<file path="src/rtl/tagrd_pkg.sv">
// Package: shared constants and types for the tagged block read engine.
// Assumes exactly two buffer slots, each slot owning one transaction tag.
package tagrd_pkg;
    localparam int NUM_TAGS = 2;
    localparam int TAG_W    = 1;

    typedef enum logic [1:0] {
        PH_IDLE = 2'd0,
        PH_RUN  = 2'd1,
        PH_DONE = 2'd2
    } phase_e;
endpackage

</file>
<file path="src/rtl/tagrd_issue.sv">
// Issue sequencer: walks blocks and requests in order and presents one read
// request at a time. The tag is the low bit of the block number. The address
// is a running offset inside one bank window. The first request of a block
// waits until that block's slot is free.
// Assumes: launch only while not running; 1 <= cfg_reqs.
module tagrd_issue
    import tagrd_pkg::*;
#(
    parameter int ADDR_W   = 16,
    parameter int BANK_AW  = 6,
    parameter int BANK_SEL = 5,
    parameter int BLK_W    = 8,
    parameter int REQ_W    = 4
) (
    input  logic                clk,
    input  logic                rst_n,
    input  logic                launch,
    input  logic [BLK_W-1:0]    cfg_nblk,
    input  logic [REQ_W-1:0]    cfg_reqs,
    input  logic                run,
    input  logic [NUM_TAGS-1:0] slot_busy,
    input  logic                req_ready,
    output logic                req_valid,
    output logic [ADDR_W-1:0]   req_addr,
    output logic [TAG_W-1:0]    req_tag,
    output logic                first_req,
    output logic [BLK_W-1:0]    iss_blk,
    output logic                iss_all
);
    localparam int HI_W = ADDR_W - BANK_AW;

    logic [BLK_W-1:0]   nblk_q;
    logic [REQ_W-1:0]   reqs_q;
    logic [REQ_W-1:0]   iss_req;
    logic [BANK_AW-1:0] off_q;
    logic               accept;

    // Purpose: decode the request outputs from the issue position.
    always_comb begin
        req_tag   = iss_blk[TAG_W-1:0];
        first_req = (iss_req == '0);
        req_valid = run && !iss_all && (!first_req || !slot_busy[req_tag]);
        req_addr  = {HI_W'(BANK_SEL), off_q};
        accept    = req_valid && req_ready;
    end

    // Purpose: advance the request, block and address counters on each accept.
    always_ff @(posedge clk) begin
        if (!rst_n) begin
            nblk_q  <= '0;
            reqs_q  <= '0;
            iss_blk <= '0;
            iss_req <= '0;
            off_q   <= '0;
            iss_all <= 1'b1;
        end else if (launch) begin
            nblk_q  <= cfg_nblk;
            reqs_q  <= cfg_reqs;
            iss_blk <= '0;
            iss_req <= '0;
            off_q   <= '0;
            iss_all <= (cfg_nblk == '0);
        end else if (accept) begin
            off_q <= off_q + BANK_AW'(1);
            if (iss_req == reqs_q - REQ_W'(1)) begin
                iss_req <= '0;
                if (iss_blk == nblk_q - BLK_W'(1)) begin
                    iss_all <= 1'b1;
                end else begin
                    iss_blk <= iss_blk + BLK_W'(1);
                end
            end else begin
                iss_req <= iss_req + REQ_W'(1);
            end
        end
    end

    // a stalled request stays presented and unchanged
    p_req_hold_r7: assert property (@(posedge clk) disable iff (!rst_n)
        req_valid && !req_ready |=> req_valid && $stable(req_addr) && $stable(req_tag));
endmodule

</file>
<file path="src/rtl/tagrd_tag_ctr.sv">
// Outstanding-request counter for one transaction tag. It counts up on an
// accepted request and down on a returned response with this tag.
// Assumes the caller never decrements at zero.
module tagrd_tag_ctr #(
    parameter int CNT_W = 4,
    parameter int MAX   = 8
) (
    input  logic             clk,
    input  logic             rst_n,
    input  logic             clr,
    input  logic             inc,
    input  logic             dec,
    output logic [CNT_W-1:0] cnt
);
    // Purpose: hold the number of requests of this tag still in flight.
    always_ff @(posedge clk) begin
        if (!rst_n || clr) begin
            cnt <= '0;
        end else begin
            case ({inc, dec})
                2'b10:   cnt <= cnt + CNT_W'(1);
                2'b01:   cnt <= cnt - CNT_W'(1);
                default: cnt <= cnt;
            endcase
        end
    end

    // a tag never has more requests in flight than one block holds
    p_cnt_bound_r4: assert property (@(posedge clk) disable iff (!rst_n)
        cnt <= CNT_W'(MAX));
endmodule

</file>
<file path="src/rtl/tagrd_slot_buf.sv">
// Two-slot block store. Response beats of a slot are written in arrival
// order through a per-slot write pointer. The pointer is cleared when a new
// block claims the slot. Reads are combinational by slot and beat index.
// Assumes a slot is never cleared and written in the same cycle.
module tagrd_slot_buf
    import tagrd_pkg::*;
#(
    parameter int DATA_W   = 32,
    parameter int MAX_REQS = 8,
    parameter int IDX_W    = 3
) (
    input  logic              clk,
    input  logic              rst_n,
    input  logic              wr_en,
    input  logic [TAG_W-1:0]  wr_slot,
    input  logic [DATA_W-1:0] wr_data,
    input  logic              clr_en,
    input  logic [TAG_W-1:0]  clr_slot,
    input  logic [TAG_W-1:0]  rd_slot,
    input  logic [IDX_W-1:0]  rd_idx,
    output logic [DATA_W-1:0] rd_data
);
    logic [DATA_W-1:0] mem  [NUM_TAGS][MAX_REQS];
    logic [IDX_W-1:0]  wptr [NUM_TAGS];

    // Purpose: move each slot's write pointer on a write or a new block.
    always_ff @(posedge clk) begin
        for (int s = 0; s < NUM_TAGS; s++) begin
            if (!rst_n) begin
                wptr[s] <= '0;
            end else if (clr_en && clr_slot == TAG_W'(s)) begin
                wptr[s] <= '0;
            end else if (wr_en && wr_slot == TAG_W'(s)) begin
                wptr[s] <= wptr[s] + IDX_W'(1);
            end
        end
    end

    // Purpose: store a returned beat at its slot's write pointer.
    always_ff @(posedge clk) begin
        if (wr_en) begin
            mem[wr_slot][wptr[wr_slot]] <= wr_data;
        end
    end

    assign rd_data = mem[rd_slot][rd_idx];

    // a slot is never reclaimed while a beat for it is being stored
    p_no_clr_on_write_r5: assert property (@(posedge clk) disable iff (!rst_n)
        !(clr_en && wr_en && clr_slot == wr_slot));
endmodule

</file>
<file path="src/rtl/tagrd_engine.sv">
// Tagged block read engine top. It sequences the run, keeps one counter per
// tag, and waits on block k only after block k+1 has been fully issued. It
// offers finished blocks to the consumer in order and frees a slot on
// acknowledge. Stray responses raise a sticky error.
// Assumes responses of one tag return in request order.
module tagrd_engine
    import tagrd_pkg::*;
#(
    parameter int ADDR_W   = 16,
    parameter int DATA_W   = 32,
    parameter int BANK_AW  = 6,
    parameter int BANK_SEL = 5,
    parameter int BLK_W    = 8,
    parameter int MAX_REQS = 8,
    localparam int REQ_W   = $clog2(MAX_REQS + 1),
    localparam int IDX_W   = $clog2(MAX_REQS)
) (
    input  logic              clk,
    input  logic              rst_n,
    input  logic              start,
    input  logic [BLK_W-1:0]  cfg_nblk,
    input  logic [REQ_W-1:0]  cfg_reqs,
    output logic              busy,
    output logic              done,
    output logic              err,
    output logic              req_valid,
    input  logic              req_ready,
    output logic [ADDR_W-1:0] req_addr,
    output logic              req_tag,
    input  logic              rsp_valid,
    input  logic              rsp_tag,
    input  logic [DATA_W-1:0] rsp_data,
    output logic              blk_valid,
    output logic              blk_slot,
    input  logic              blk_ack,
    input  logic [IDX_W-1:0]  rd_idx,
    output logic [DATA_W-1:0] rd_data
);
    localparam int BLK_X = BLK_W + 1;

    phase_e            phase;
    logic [BLK_W-1:0]  nblk_q;
    logic [BLK_W-1:0]  wait_blk;
    logic [NUM_TAGS-1:0] slot_busy;
    logic              err_q;
    logic              launch, run, accept, first_req, rsp_ok, hand, next_issued;
    logic [BLK_W-1:0]  iss_blk;
    logic              iss_all;
    logic [TAG_W-1:0]  wslot;
    logic [REQ_W-1:0]  cnt [NUM_TAGS];

    tagrd_issue #(
        .ADDR_W(ADDR_W), .BANK_AW(BANK_AW), .BANK_SEL(BANK_SEL),
        .BLK_W(BLK_W), .REQ_W(REQ_W)
    ) u_issue (
        .clk(clk), .rst_n(rst_n), .launch(launch), .cfg_nblk(cfg_nblk),
        .cfg_reqs(cfg_reqs), .run(run), .slot_busy(slot_busy),
        .req_ready(req_ready), .req_valid(req_valid), .req_addr(req_addr),
        .req_tag(req_tag), .first_req(first_req), .iss_blk(iss_blk),
        .iss_all(iss_all)
    );

    for (genvar t = 0; t < NUM_TAGS; t++) begin : g_tag
        tagrd_tag_ctr #(.CNT_W(REQ_W), .MAX(MAX_REQS)) u_ctr (
            .clk(clk), .rst_n(rst_n), .clr(launch),
            .inc(accept && req_tag == TAG_W'(t)),
            .dec(rsp_ok && rsp_tag == TAG_W'(t)),
            .cnt(cnt[t])
        );
    end

    tagrd_slot_buf #(.DATA_W(DATA_W), .MAX_REQS(MAX_REQS), .IDX_W(IDX_W)) u_buf (
        .clk(clk), .rst_n(rst_n),
        .wr_en(rsp_ok), .wr_slot(rsp_tag), .wr_data(rsp_data),
        .clr_en(accept && first_req), .clr_slot(req_tag),
        .rd_slot(wslot), .rd_idx(rd_idx), .rd_data(rd_data)
    );

    // Purpose: decode control strobes and the per-tag wait condition.
    always_comb begin
        run         = (phase == PH_RUN);
        launch      = start && !run;
        accept      = req_valid && req_ready;
        rsp_ok      = rsp_valid && (cnt[rsp_tag] != '0);
        wslot       = wait_blk[TAG_W-1:0];
        next_issued = iss_all || ({1'b0, iss_blk} > ({1'b0, wait_blk} + BLK_X'(1)));
        blk_valid   = run && (wait_blk < nblk_q) && next_issued
                      && slot_busy[wslot] && (cnt[wslot] == '0);
        blk_slot    = wslot;
        hand        = blk_valid && blk_ack;
        busy        = run;
        done        = (phase == PH_DONE);
        err         = err_q;
    end

    // Purpose: run phase, handover pointer and sticky error.
    always_ff @(posedge clk) begin
        if (!rst_n) begin
            phase    <= PH_IDLE;
            nblk_q   <= '0;
            wait_blk <= '0;
            err_q    <= 1'b0;
        end else begin
            err_q <= launch ? 1'b0 : (err_q || (rsp_valid && !rsp_ok));
            if (launch) begin
                phase    <= (cfg_nblk == '0) ? PH_DONE : PH_RUN;
                nblk_q   <= cfg_nblk;
                wait_blk <= '0;
            end else if (hand) begin
                wait_blk <= wait_blk + BLK_W'(1);
                if (wait_blk == nblk_q - BLK_W'(1)) begin
                    phase <= PH_DONE;
                end
            end
        end
    end

    // Purpose: mark a slot taken by a new block and free it on acknowledge.
    always_ff @(posedge clk) begin
        if (!rst_n || launch) begin
            slot_busy <= '0;
        end else begin
            for (int s = 0; s < NUM_TAGS; s++) begin
                if (accept && first_req && req_tag == TAG_W'(s)) begin
                    slot_busy[s] <= 1'b1;
                end else if (hand && wslot == TAG_W'(s)) begin
                    slot_busy[s] <= 1'b0;
                end
            end
        end
    end

    // an offered block stays offered, on the same slot, until acknowledged
    p_blk_hold_r3: assert property (@(posedge clk) disable iff (!rst_n)
        blk_valid && !blk_ack && !start |=> blk_valid && $stable(blk_slot));
    // the error flag only clears on a new start
    p_err_sticky_r8: assert property (@(posedge clk) disable iff (!rst_n)
        err && !start |=> err);
    // no request is presented once the run is done
    p_quiet_done_r9: assert property (@(posedge clk) disable iff (!rst_n)
        done |-> !req_valid);
endmodule

</file>
<file path="config.mk">
export PLATFORM = sky130hd
export DESIGN_NAME = tagrd_engine
export DESIGN_NICKNAME = d
export VERILOG_FILES = /design/src/rtl/tagrd_pkg.sv /design/src/rtl/tagrd_issue.sv /design/src/rtl/tagrd_tag_ctr.sv /design/src/rtl/tagrd_slot_buf.sv /design/src/rtl/tagrd_engine.sv
export SDC_FILE = /design/constraint.sdc
export NUM_CORES = 1
export LEC_CHECK = 0
export CELL_PAD_IN_SITES_DETAIL_PLACEMENT = 1
export CELL_PAD_IN_SITES_GLOBAL_PLACEMENT = 1
export CORE_AREA = 3 3 264 266
export DETAILED_ROUTE_END_ITERATION = 7
export DIE_AREA = 0 0 267 269
export DONT_BUFFER_PORTS = 1
export PLACE_DENSITY_LB_ADDON = 0.1
export SYNTH_ARGS = -nofsm -noshare
export SYNTH_HDL_FRONTEND = slang
export SYNTH_HIERARCHICAL = 1
export SYNTH_SLANG_ARGS = --single-unit
</file>
<file path="constraint.sdc">
create_clock -name clk -period 5.3 [get_ports clk]
set_input_delay 0.265 -clock clk [delete_from_list [all_inputs] [get_ports clk]]
set_output_delay 0.265 -clock clk [all_outputs]
set_load 0.05 [all_outputs]
</file>
### After elaboration in Yosys (flattened, before gate mapping)

Memory sizes are Yosys's and may differ from the RTL's. A register that Yosys moved wholly into a read port is not among the register bits.
Index checks and enable logic that the tools add are counted.

| cells by class | value |
|---|---|
| add/subtract/negate cells | 13 |
| order comparisons | 9 |
| equal/unequal tests | 9 |
| multiplexer cells | 53 |
| bitwise operators | 13 |
| reductions and logical operators | 48 |

Operator list:

| operator | count |
|---|---|
| $mux 256 | 1 |
| $bmux 32 s3 | 1 |
| $demux 32 s3 | 1 |
| $mux 32 | 3 |
| $mux 1 | 30 |
| $mux 4 | 7 |
| $logic_and 1x1->1 | 21 |
| $reduce_bool 2->1 | 9 |
| $add 8x1->8 const B | 2 |
| $eq 8x8->1 | 2 |
| $pmux 4 s2 | 2 |
| $add 4x1->4 const B | 3 |
| $mux 3 | 4 |
| $sub 4x1->4 const B | 3 |
| $add 8x1->9 const B | 1 |
| $gt 8x9->1 | 1 |
| $ge 4x4->1 const B | 2 |
| $logic_not 4->1 | 2 |
| $logic_not 8->1 | 1 |
| $lt 8x8->1 | 1 |
| $mux 2 | 4 |
| $not 3->4 | 2 |
| $sub 8x1->8 const B | 1 |
| $add 3x1->3 const B | 2 |
| other kinds (16) | 39 |

| storage, ports and cells | value |
|---|---|
| bits in registers | 52 |
| RAM bits | 518 |
| input bits | 54 |
| output and inout port bits | 55 |
| word-level logic and storage cells | 160 |
| memories | 2 |

Memories:

| memory | depth | width | rd ports | clocked after memory_dff | write ports | RTL line | RTL |
|---|---|---|---|---|---|---|---|
| u_buf.mem | 2 | 256 | 1 | 1 | 1 | tagrd_slot_buf.sv:23 | `logic [DATA_W-1:0] mem [NUM_TAGS][MAX_REQS];` |
| u_buf.wptr | 2 | 3 | 3 | 0 | 2 | tagrd_slot_buf.sv:24 | `logic [IDX_W-1:0] wptr [NUM_TAGS];` |

### Depth between registers and ports, before layout

Gate-level depths: netlist of run 1.

| logic depth | value |
|---|---|
| depth after elaboration | 13 |
| gate-level depth with buffers | 14 |
| gate-level depth less buffers | 14 |

### Cells and area by module

The synthesis of run 1 kept the hierarchy.

Modules (own cells, without submodules):

| module | times used | cells each | area each (µm²) | seq. area each (µm²) |
|---|---|---|---|---|
| tagrd_slot_buf | 1 | 835 | 19501.2 | 15554.9 |
| tagrd_issue | 1 | 205 | 1813.0 | 620.6 |
| tagrd_engine | 1 | 219 | 1699.1 | 420.4 |
| tagrd_tag_ctr | 2 | 31 | 276.5 | 80.1 |

### Worst setup path after synthesis of run 1

No wires, ideal clock.

| timing path | value |
|---|---|
| path type | register to register |
| start | reg g_tag[1].u_ctr.cnt[1] |
| end | mem u_buf/mem[1][224] in the netlist's numbering (enable) |
| library setup time | 461 ps |
| arrival time | 3481 ps |
| required time | 4839 ps |
| path slack | 1358 ps |
| stages on the path, launching flop included | 7 |
| path buffers | 0 |
| clock period less this slack | 3942 ps |
| path through | dfxtp_1 or4_1 mux2_2 and2_1 nand2_1 or2_2 nor3_1 |

| between the ends | value |
|---|---|
| word-level cells in the longest chain between the ends | 7 |

Ends and longest elaborated chain:

| item | RTL line | RTL |
|---|---|---|
| start, declared | tagrd_tag_ctr.sv:13 | `output logic [CNT_W-1:0] cnt` |
| start signal, assigned | tagrd_tag_ctr.sv:21 | `2'b10: cnt <= cnt + CNT_W'(1);` |
| start signal, assigned | tagrd_tag_ctr.sv:22 | `2'b01: cnt <= cnt - CNT_W'(1);` |
| start signal, assigned | tagrd_tag_ctr.sv:23 | `default: cnt <= cnt;` |
| $mux 4 (implied by the code) (3 in series) | tagrd_engine.sv:84 | `rsp_ok = rsp_valid && (cnt[rsp_tag] != '0);` |
| $reduce_bool 4->1 | tagrd_engine.sv:84 |  |
| $logic_and 1x1->1 | tagrd_engine.sv:84 |  |
| named net rsp_ok | tagrd_engine.sv:46 | `logic launch, run, accept, first_req, rsp_ok, hand, next_issued;` |
| $mux 1 | tagrd_slot_buf.sv:41 | `if (wr_en) begin` |
| $mux 256 (implied by the code) | tagrd_slot_buf.sv:42 | `mem[wr_slot][wptr[wr_slot]] <= wr_data;` |
| end, declared | tagrd_slot_buf.sv:23 |  |

The timed path passes the listed nets, and every way through them passes these cells. The select of a mux whose other input is x is not followed.

==> flow_metrics.py, run 1 <==
metrics = {
    "run_status": {
        "status": "complete, no violations",
    },
    "detailed_routing": {
        "viasPerCell": 5.29,
        "drc": 0,
        "first_pass_iters": 5,
        "wirelength_mm": 60.3,
        "final_antenna_net_count": 0,
        "drt_iter0_drc": 911,
        "routedWlPerCell_um": 25.8,
        "dr_total_vias": 12351,
    },
    "clocking": {
        "cts_tree": "yes",
        "numCtsBuffers": 66,
        "cts.repair.resized": 0,
        "h-tree-depth": 3,
        "clock-sinks": 578,
        "clk_latency_ns": 0.61,
        "cts_setup_buffers": 0,
        "root_buffer": "clkbuf_16",
        "cts.clk_slew.worst_paths_ns": 0.06,
        "cts_buffer_depth": 3,
        "cts_hold_buf": 50,
    },
    "finish": {
        "final_nets": 1491,
        "final_common_cell": "edfxtp_1",
        "final_cell_mix": "edfxtp_1 (518), mux4_2 (128), nand2_1 (77)",
        "final_layout_size_suffix_gt1_frac": 0.195,
        "area_growth_pct": 16.2,
        "fillCellCount": 6512,
    },
    "sta": {
        "period_share": 0.780,
        "timing.slew.headroom": 0.216,
        "fin_worst_skew_ns": 0.0228,
        "finalSetupViolations": 0,
        "whs_ns": 0.0382,
        "fmax_mhz": 242,
        "hold_viol": 0,
        "period_minus_slack_ns": 4.13,
        "finalMaxSlewViolations": 0,
        "rsz0062_at_grt": "no",
        "finalSetupTns_ns": 0,
        "worst_slew_pin_slew_ns": 1.17,
    },
    "critical_path": {
        "critPathArrivalTime_ns": 3.87,
        "crit_type": "reg2out",
        "critPathMaxFanout": 95,
        "cp-end-kind": "output pin",
        "crit_path_start_kind": "flop",
        "required_ns": 5.04,
    },
    "pwr": {
        "leakagePower_nw": 8.81,
        "peakVddDrop_uv": 160,
        "p_per_area_nw_per_um2": 366,
    },
    "yosys": {
        "synth_fa_ha_area_frac": 0.0175,
        "synth-warning-count": 6,
        "avgSynthCellArea_um2": 17.8,
        "ys_types": 69,
        "synth-seq-cells": 578,
        "yosys.area_share.simple": 0.0556,
        "netlist_instances": 1321,
        "synthArstFlopShare": 0,
        "synth-edff-count": 518,
        "synth_xor_area_frac": 0.0175,
        "synth_top_family_by_area": "multiplexers",
        "syn_area_um2": 23600,
        "synth_compound_area_frac": 0.0457,
        "synthMuxAreaShare": 0.132,
        "ys_seq_area_frac": 0.711,
        "synthFlopType": "edfxtp_1",
    },
    "global_routing": {
        "grt_start_max_net_pins": 129,
        "antenna_found_initial": 5,
        "grt_busiest_layer": "met2",
        "met3_usage": 0.0355,
        "grtUsageMet2": 0.285,
        "met1_usage": 0.228,
        "grt-ovfl-total": 0,
        "grt_first_pass_wirelength_mm": 89.6,
        "grt_use_total": 0.170,
        "grt_pass1_vias": 13312,
    },
    "placed_design": {
        "gp_congestion": 0.725,
        "portBuffers": 0,
        "post-dp-hpwl_mm": 33.4,
    },
    "die": {
        "num_rows": 95,
        "die_w_um": 267,
        "design.portCount": 109,
        "initial_core_util": 0.350,
        "fp.coreArea_um2": 67300,
        "fp.dieH_um": 269,
        "die_area_um2": 71800,
    },
    "job": {
        "drv_cap": 0,
    },
    "hold_path": {
        "min_path_type": "in2reg",
    },
}
==> worst max-delay path, cell delays in order, from the launching register on <==
cell,delay [ns]
dfxtp_4,0.48
buf_12,0.54
buf_4,0.79
mux4_2,0.59
a22oi_1,0.25
nand2_1,0.37
==> layer usage <==
metal	wire, µm	up-vias
met5	26	-
met4	889	4
met3	2750	69
met2	29700	223
met1	27000	6602
li1	-	5453
==> report_power, final <==
| group | switching [W] | internal (W) | total [W] |
|---|---|---|---|
| sequential | 0.0000239 | 0.00497 | 0.00500 |
| combinational | 0.000314 | 0.000132 | 0.000446 |
| clock | 0.00185 | 0.00274 | 0.00459 |
==> metrics by stage <==
stage | std cells | area [µm²] | total power [W] | utilization | worst slack [ns]
final | 2333 | 27400 | 0.0100 | 0.407 | 1.17
after global routing | 2333 | 27400 | 0.0104 | 0.407 | 0.890
after CTS | 2330 | 27400 | 0.0102 | 0.407 | 1.01
after detailed placement | 2159 | 24700 | 0.00546 | 0.367 | 1.67
after global placement | 2159 | 24700 | 0.00546 | 0.367 | 1.71
after floorplan | 1329 | 23600 | 0.00540 | - | 1.36
==> cell usage after synthesis (21+ instances only) <==
library cell,n,area [µm²]
a21oi_1,30,150
mux2i_1,21,210
mux4_2,128,2880
clkbuf_1,29,109
ha_1,33,413
xor2_1,24,210
inv_1,30,113
a22oi_1,64,480
edfxtp_1,518,15600
nand2_1,77,289
dfxtp_1,60,1200
xnor2_1,23,201
nor2_1,58,218
==> final cells by class <==
class | count | area [µm²] | share of cell area
clock inverters | 36 | 459 | 0.0168
flip-flops and latches | 578 | 16800 | 0.612
inverters | 30 | 113 | 0.00411
multi-input cells | 649 | 6490 | 0.237
diodes | 3 | 7.51 | 0.000274
repair buffers | 79 | 731 | 0.0267
clock buffers | 85 | 1730 | 0.0633
well taps | 873 | 1090 | 0.0399
==> flip-flops by register name (all words and copies together) (netlist names) <==
register	count
u_issue/off_q	6
g_tag.u_ctr/cnt	8
u_buf/wptr	6
u_issue/iss_req	4
u_issue/reqs_q	4
u_issue/nblk_q	8
u_buf/mem	512
slot_busy	2
phase	2
u_issue/iss_all	1
err	1
wait_blk	8
nblk_q	8
u_issue/iss_blk	8
==> worst paths after layout <==
kind / startpoint / end / slack (ns) / cells after the start
worst min register to register: g_tag[0].u_ctr/cnt[3]$_SDFFE_PP0P_ / g_tag[0].u_ctr/cnt[3]$_SDFFE_PP0P_ / 0.48 / 2
worst min-delay path: cfg_nblk[3] / phase[1]$_SDFFE_PN0P_ / 0.04 / 3
worst max-delay path: wait_blk[0]$_SDFFE_PP0N_ / rd_data[3] / 1.17 / 5
worst max register to register: g_tag[1].u_ctr/cnt[1]$_SDFFE_PP0P_ / u_buf/mem[0][169]$_DFFE_PP_ / 1.93 / 7
==> cell families (layout without fill, tap and decap cells) <==
| kind of cell | Yosys count | after routing |
|---|---|---|
| AO/OA/AOI/OAI | 152 | 152 |
| XOR/XNOR | 47 | 47 |
| adder cells (fa/ha/maj) | 33 | 33 |
| buffers and inverters | 102 | 230 |
| flip-flops | 578 | 578 |
| multiplexers | 150 | 150 |
| other | 2 | 13 |
| AND/OR/NAND/NOR | 257 | 257 |
(Power assumes the default switching activity.)
==> run 2, diff against run 1 <==
==> constraint.sdc (replaced) <==
create_clock -name clk -period 3.55 [get_ports clk]
set_input_delay 0.1775 -clock clk [delete_from_list [all_inputs] [get_ports clk]]
set_output_delay 0.1775 -clock clk [all_outputs]
set_load 0.05 [all_outputs]
==> flow_metrics.py, run 2 (synthesis gave the netlist of run 1 again) <==
metrics = {
    "critical_path": {
        "critical_path_buf_inv_count": 2,
        "reg2regPathDepth": 12,
        "r2r-start": "wait_blk[2]$_SDFFE_PP0N_",
        "cp-end-kind": "flop",
        "required_ns": 4.02,
        "timing.rr.end": "phase[0]$_SDFFE_PN0P_",
        "crit_top_cell": "and3_1",
        "slowest_stage": "dlygate4sd3_1",
        "crit_path_start_kind": "flop",
        "critPathMaxFanout": 8,
        "path_cells": "and3_1 > and3_1 > and3_1 > xnor2_1 > ha_1 > nand4_1 > o22ai_1 > o31ai_1 > buf_4 > nand4_1 > a32o_1 > dlygate4sd3_1",
        "crit_type": "reg2reg",
        "cpLargestDelayFamily": "simple AND/OR/NAND/NOR gates",
        "critPathMaxStageDelay_ns": 0.54,
        "critPathArrivalTime_ns": 3.77,
        "rrSetupSlack_ns": 0.25,
    },
    "hold_path": {
        "holdPathStages": 3,
        "min_path_type": "in2reg",
        "min_from": "req_ready",
        "whs_endpoint": "slot_busy[1]$_SDFFE_PP0P_",
    },
    "detailed_routing": {
        "first_pass_iters": 5,
        "dr_total_vias": 12343,
        "routedWlPerCell_um": 24.9,
        "drt_iter0_drc": 825,
        "dr_wl_met2_mm": 27.9,
        "wl_met3_mm": 2.56,
        "routed.top_layer": "met5",
        "wl_met1_mm": 26.5,
        "drc": 0,
        "final_antenna_net_count": 0,
        "viasPerCell": 5.28,
        "wirelength_mm": 58.2,
    },
    "clocking": {
        "root_buffer": "clkbuf_16",
        "clk_latency_ns": 0.60,
        "clock-sinks": 578,
        "cts_tree": "yes",
        "h-tree-depth": 3,
        "cts_buffer_depth": 3,
        "numCtsBuffers": 66,
        "cts.clk_slew.worst_paths_ns": 0.06,
    },
    "global_routing": {
        "grt_first_pass_wirelength_mm": 87.5,
        "grt_use_total": 0.165,
        "grt_start_max_net_pins": 129,
        "antenna_found_initial": 4,
        "grt_pass1_vias": 13462,
        "grt-ovfl-total": 0,
    },
    "pwr": {
        "peakVddDrop_uv": 351,
        "p_per_area_nw_per_um2": 536,
        "p_switching_w": 0.00326,
        "leakagePower_nw": 8.82,
        "comb_power_share": 0.046,
        "sequentialPowerShare": 0.507,
        "switching_share": 0.222,
        "power_w": 0.0147,
        "internal-power_w": 0.0115,
        "p_clk_frac": 0.448,
    },
    "sta": {
        "period_minus_slack_ns": 3.30,
        "timing.slew.headroom": 0.285,
        "fin_worst_skew_ns": 0.0245,
        "hold_viol": 0,
        "finalMaxSlewViolations": 0,
        "worst_slew_pin_slew_ns": 1.07,
        "rsz0062_at_grt": "no",
        "finalSetupViolations": 0,
        "finalSetupTns_ns": 0,
        "period_share": 0.929,
        "fmax_mhz": 303,
    },
    "finish": {
        "area_growth_pct": 16.5,
        "final_layout_size_suffix_gt1_frac": 0.200,
        "final_common_cell": "edfxtp_1",
        "largest_register_ff_count": 512,
        "final_cell_mix": "edfxtp_1 (518), mux4_2 (128), nand2_1 (76)",
        "final_nets": 1498,
    },
    "placed_design": {
        "post-dp-hpwl_mm": 31.7,
        "gp_congestion": 0.746,
        "portBuffers": 0,
    },
    "die": {
        "die_w_um": 267,
        "fp.coreArea_um2": 67300,
        "num_rows": 95,
        "design.portCount": 109,
        "die_area_um2": 71800,
        "fp.dieH_um": 269,
        "initial_core_util": 0.350,
    },
    "job": {
        "drv_cap": 0,
    },
    "run_status": {
        "status": "complete, no violations",
    },
}
-- run 2: cell count changes in the layout (fill, tap and decap cells not counted), sizes merged --
cell and delta:
clkinvlp -1, diode -1, buf +7, clkinv +3, bufinv -4, clkbuf +2, inv -2
-- run 2: layout make-up --
cell class                 count  area, µm²
sequential                   578      16800
fill                        6538      39800
multi-input combinational    649       6530
antenna                        2       5.00
inverter                      30        113
tap                          873       1090
clock buffer                  87       1760
clock inverter                32        338
timing repair buffer          86        857
-- run 2: what timing repair did --
| item | in CTS | in global routing |
|---|---|---|
| setup buffers | 0 | 0 |
| setup endpoints to repair | 1 | 4 |
| gates resized for setup | 1 | 8 |
| hold endpoints to repair | 574 | 0 |
| hold buffers | 50 | 0 |
| pin swaps | 0 | 1 |
-- run 2: worst max-delay path by stage --
stage | slack [ns] | cells after the start | to | startpoint
final | 0.25 | 12 | phase[0]$_SDFFE_PN0P_ | wait_blk[2]$_SDFFE_PP0N_
after global routing | 0.01 | 13 | phase[0]$_SDFFE_PN0P_ | wait_blk[1]$_SDFFE_PP0N_
after CTS | 0.005 | 11 | blk_valid | wait_blk[2]$_SDFFE_PP0N_
after detailed placement | 0.47 | 11 | wait_blk[3]$_SDFFE_PP0N_ | wait_blk[2]$_SDFFE_PP0N_
after global placement | 0.53 | 11 | wait_blk[7]$_SDFFE_PP0N_ | wait_blk[2]$_SDFFE_PP0N_
after floorplan | 0.13 | 11 | blk_valid | wait_blk[0]$_SDFFE_PP0N_
-- run 2: power by group through the flow --
stage | logic [W] | registers [W] | clock network [W]
final | 0.000674 | 0.00746 | 0.00659
after global routing | 0.000739 | 0.00746 | 0.00710
after CTS | 0.000686 | 0.00746 | 0.00683
after detailed placement | 0.000553 | 0.00761 | 0
after global placement | 0.000549 | 0.00761 | 0
after floorplan | 0.000467 | 0.00760 | 0
-- run 2: worst min-delay path, cell delays in order --
cell	delay [ns]
and3_1	0.18
a21oi_1	0.17
a211oi_1	0.07
-- run 2: layer usage --
metal | vias to the layer above | GRT usage
met2 | 224 | 0.268
met5 | - | 0
met4 | 4 | 0.0442
li1 | 5468 | -
met3 | 84 | 0.0351
met1 | 6563 | 0.227
-- run 2: stage by stage --
stage / setup WS (ns) / instances / area [µm²] / hold WS [ns] / util
after floorplan: 0.132 / 1329 / 23600 / 0.276 / -
after global placement: 0.527 / 2166 / 24800 / 0.277 / 0.369
after detailed placement: 0.473 / 2166 / 24800 / 0.277 / 0.369
after CTS: 0.00537 / 2335 / 27400 / 0.0293 / 0.408
after global routing: 0.0143 / 2335 / 27500 / 0.0557 / 0.408
final: 0.250 / 2337 / 27500 / 0.0667 / 0.408
==> run 3, diff against run 2 <==
--- a/config.mk
+++ b/config.mk
@@ -7,9 +7,9 @@
 export LEC_CHECK = 0
 export CELL_PAD_IN_SITES_DETAIL_PLACEMENT = 1
 export CELL_PAD_IN_SITES_GLOBAL_PLACEMENT = 1
-export CORE_AREA = 3 3 264 266
+export CORE_AREA = 3 3 285 287
 export DETAILED_ROUTE_END_ITERATION = 7
-export DIE_AREA = 0 0 267 269
+export DIE_AREA = 0 0 288 290
 export DONT_BUFFER_PORTS = 1
 export PLACE_DENSITY_LB_ADDON = 0.1
 export SYNTH_ARGS = -nofsm -noshare
==> flow_metrics.py, run 3 (synthesis gave the netlist of run 1 again) <==
metrics = {
    "global_routing": {
        "grt_start_max_net_pins": 129,
        "grt_first_pass_wirelength_mm": 92.8,
        "grt_pass1_vias": 13738,
        "grt-ovfl-total": 0,
        "antenna_found_initial": 1,
        "grt_use_total": 0.150,
    },
    "die": {
        "die_w_um": 288,
        "initial_core_util": 0.299,
        "die_area_um2": 83500,
        "design.portCount": 109,
        "num_rows": 103,
        "fp.coreArea_um2": 78900,
        "fp.dieH_um": 290,
    },
    "clocking": {
        "h-tree-depth": 3,
        "clk_latency_ns": 0.61,
        "clock-sinks": 578,
        "numCtsBuffers": 69,
        "cts_buffer_depth": 3,
        "root_buffer": "clkbuf_16",
        "cts_tree": "yes",
        "cts.clk_slew.worst_paths_ns": 0.06,
    },
    "sta": {
        "finalSetupViolations": 0,
        "finalMaxSlewViolations": 0,
        "period_share": 0.944,
        "fin_worst_skew_ns": 0.0208,
        "timing.slew.headroom": 0.274,
        "fmax_mhz": 298,
        "worst_slew_pin_slew_ns": 1.09,
        "finalSetupTns_ns": 0,
        "period_minus_slack_ns": 3.35,
        "hold_viol": 0,
    },
    "critical_path": {
        "critical_path_buf_inv_count": 1,
        "cpLargestDelayFamily": "buffers and inverters",
        "cp-end-kind": "output pin",
        "required_ns": 3.37,
        "crit_type": "reg2out",
        "critPathArrivalTime_ns": 3.17,
        "crit_path_start_kind": "flop",
        "path_cells": "buf_16 > mux4_2 > a22oi_1 > nand2_2",
        "critPathMaxStageDelay_ns": 0.67,
        "critPathMaxFanout": 112,
        "slowest_stage": "buf_16",
    },
    "pwr": {
        "p_per_area_nw_per_um2": 546,
        "internal-power_w": 0.0119,
        "p_switching_w": 0.00338,
        "comb_power_share": 0.045,
        "p_clk_frac": 0.465,
        "switching_share": 0.222,
        "leakagePower_nw": 8.94,
        "sequentialPowerShare": 0.490,
        "peakVddDrop_uv": 305,
    },
    "finish": {
        "largest_register_ff_count": 512,
        "seq_area_um2": 16800,
        "final_cell_mix": "edfxtp_1 (518), mux4_2 (128), nand2_1 (76)",
        "final_nets": 1507,
        "multi_input_area_um2": 6530,
        "final_cell_area_um2": 27900,
        "final_layout_size_suffix_gt1_frac": 0.212,
        "fillCellCount": 7875,
        "fin_cells": 2527,
        "area_growth_pct": 18.4,
        "final_common_cell": "edfxtp_1",
    },
    "placed_design": {
        "gp_congestion": 0.726,
        "portBuffers": 0,
        "post-dp-hpwl_mm": 35.4,
        "dp_cells": 2345,
        "place_area_um2": 25000,
    },
    "detailed_routing": {
        "dr_total_vias": 12439,
        "routedWlPerCell_um": 24.5,
        "viasPerCell": 4.92,
        "drc": 0,
        "first_pass_iters": 6,
        "final_antenna_net_count": 0,
        "drt_iter0_drc": 871,
        "wirelength_mm": 62.0,
    },
    "run_status": {
        "status": "complete, no violations",
    },
    "hold_path": {
        "min_path_type": "in2reg",
    },
    "job": {
        "drv_cap": 0,
    },
}
-- run 3: cell types whose count changed in the layout (fill, tap and decap cells not counted), sizes merged --
cell	previous run	this run
diode	2	1
buf	36	42
clkinvlp	1	2
inv	32	34
bufinv	4	6
clkbuf	87	90
-- run 3: per-layer routing --
layer  global-route usage  up-vias  part of all wire
li1                     -     5492                 -
met1                0.204     6665              0.45
met2                0.248      204              0.49
met3               0.0252       78             0.038
met4               0.0404        0             0.019
met5                    0        -                 0
-- run 3: final timing paths --
path                                      start                            endpoint  slack, ns  cells after the start
max reg2reg            wait_blk[0]$_SDFFE_PP0N_               phase[0]$_SDFFE_PN0P_       0.26                     13
min reg2reg  g_tag[1].u_ctr/cnt[3]$_SDFFE_PP0P_  g_tag[1].u_ctr/cnt[3]$_SDFFE_PP0P_       0.47                      2
min                                       start              nblk_q[6]$_SDFFE_PN0P_       0.03                      3
max                    wait_blk[0]$_SDFFE_PP0N_                          rd_data[7]       0.20                      4
-- run 3: final cells by class --
cell class / instances / share of cell area
antenna: 1 / 0.0000897
clock buffer: 90 / 0.0673
clock inverter: 37 / 0.0146
inverter: 30 / 0.00404
multi-input combinational: 649 / 0.234
sequential: 578 / 0.601
tap: 1050 / 0.0471
timing repair buffer: 92 / 0.0318
-- run 3: through the flow --
step	setup slack [ns]	utilization	hold slack, ns	power [W]
global placement	0.426	0.318	0.277	0.00816
global route	-0.000139	0.354	0.0411	0.0158
CTS	0.0149	0.353	0.00132	0.0155
finish	0.198	0.354	0.0329	0.0152
floorplan	0.132	-	0.276	0.00806
detailed placement	0.361	0.318	0.277	0.00817
-- run 3: repair_timing --
item | in CTS | in global routing
endpoints found under the setup margin | 3 | 11
endpoints found under the hold margin | 574 | 0
pin swaps | 1 | 2
resized for setup | 2 | 7
setup buffers | 2 | 2
hold buffers | 50 | 0
-- run 3: power by group through the flow --
stage / clock [W] / combinational, W / sequential (W)
3_5_place_dp: 0 / 0.000562 / 0.00761
3_3_place_gp: 0 / 0.000556 / 0.00761
2_1_floorplan: 0 / 0.000467 / 0.00760
4_1_cts: 0.00733 / 0.000706 / 0.00746
5_1_grt: 0.00758 / 0.000755 / 0.00746
6_report: 0.00708 / 0.000692 / 0.00746
-- run 3: worst register-to-register path, delay by kind of cell, from the launching register on --
kind	cells	cell delay, ns
xor gates and xnor gates	1	0.10
buffers and inverters	3	0.78
AOI/OAI and AO/OA	3	0.67
DFF	1	0.43
adders and majority gates	1	0.35
and+or+nand+nor	5	0.86
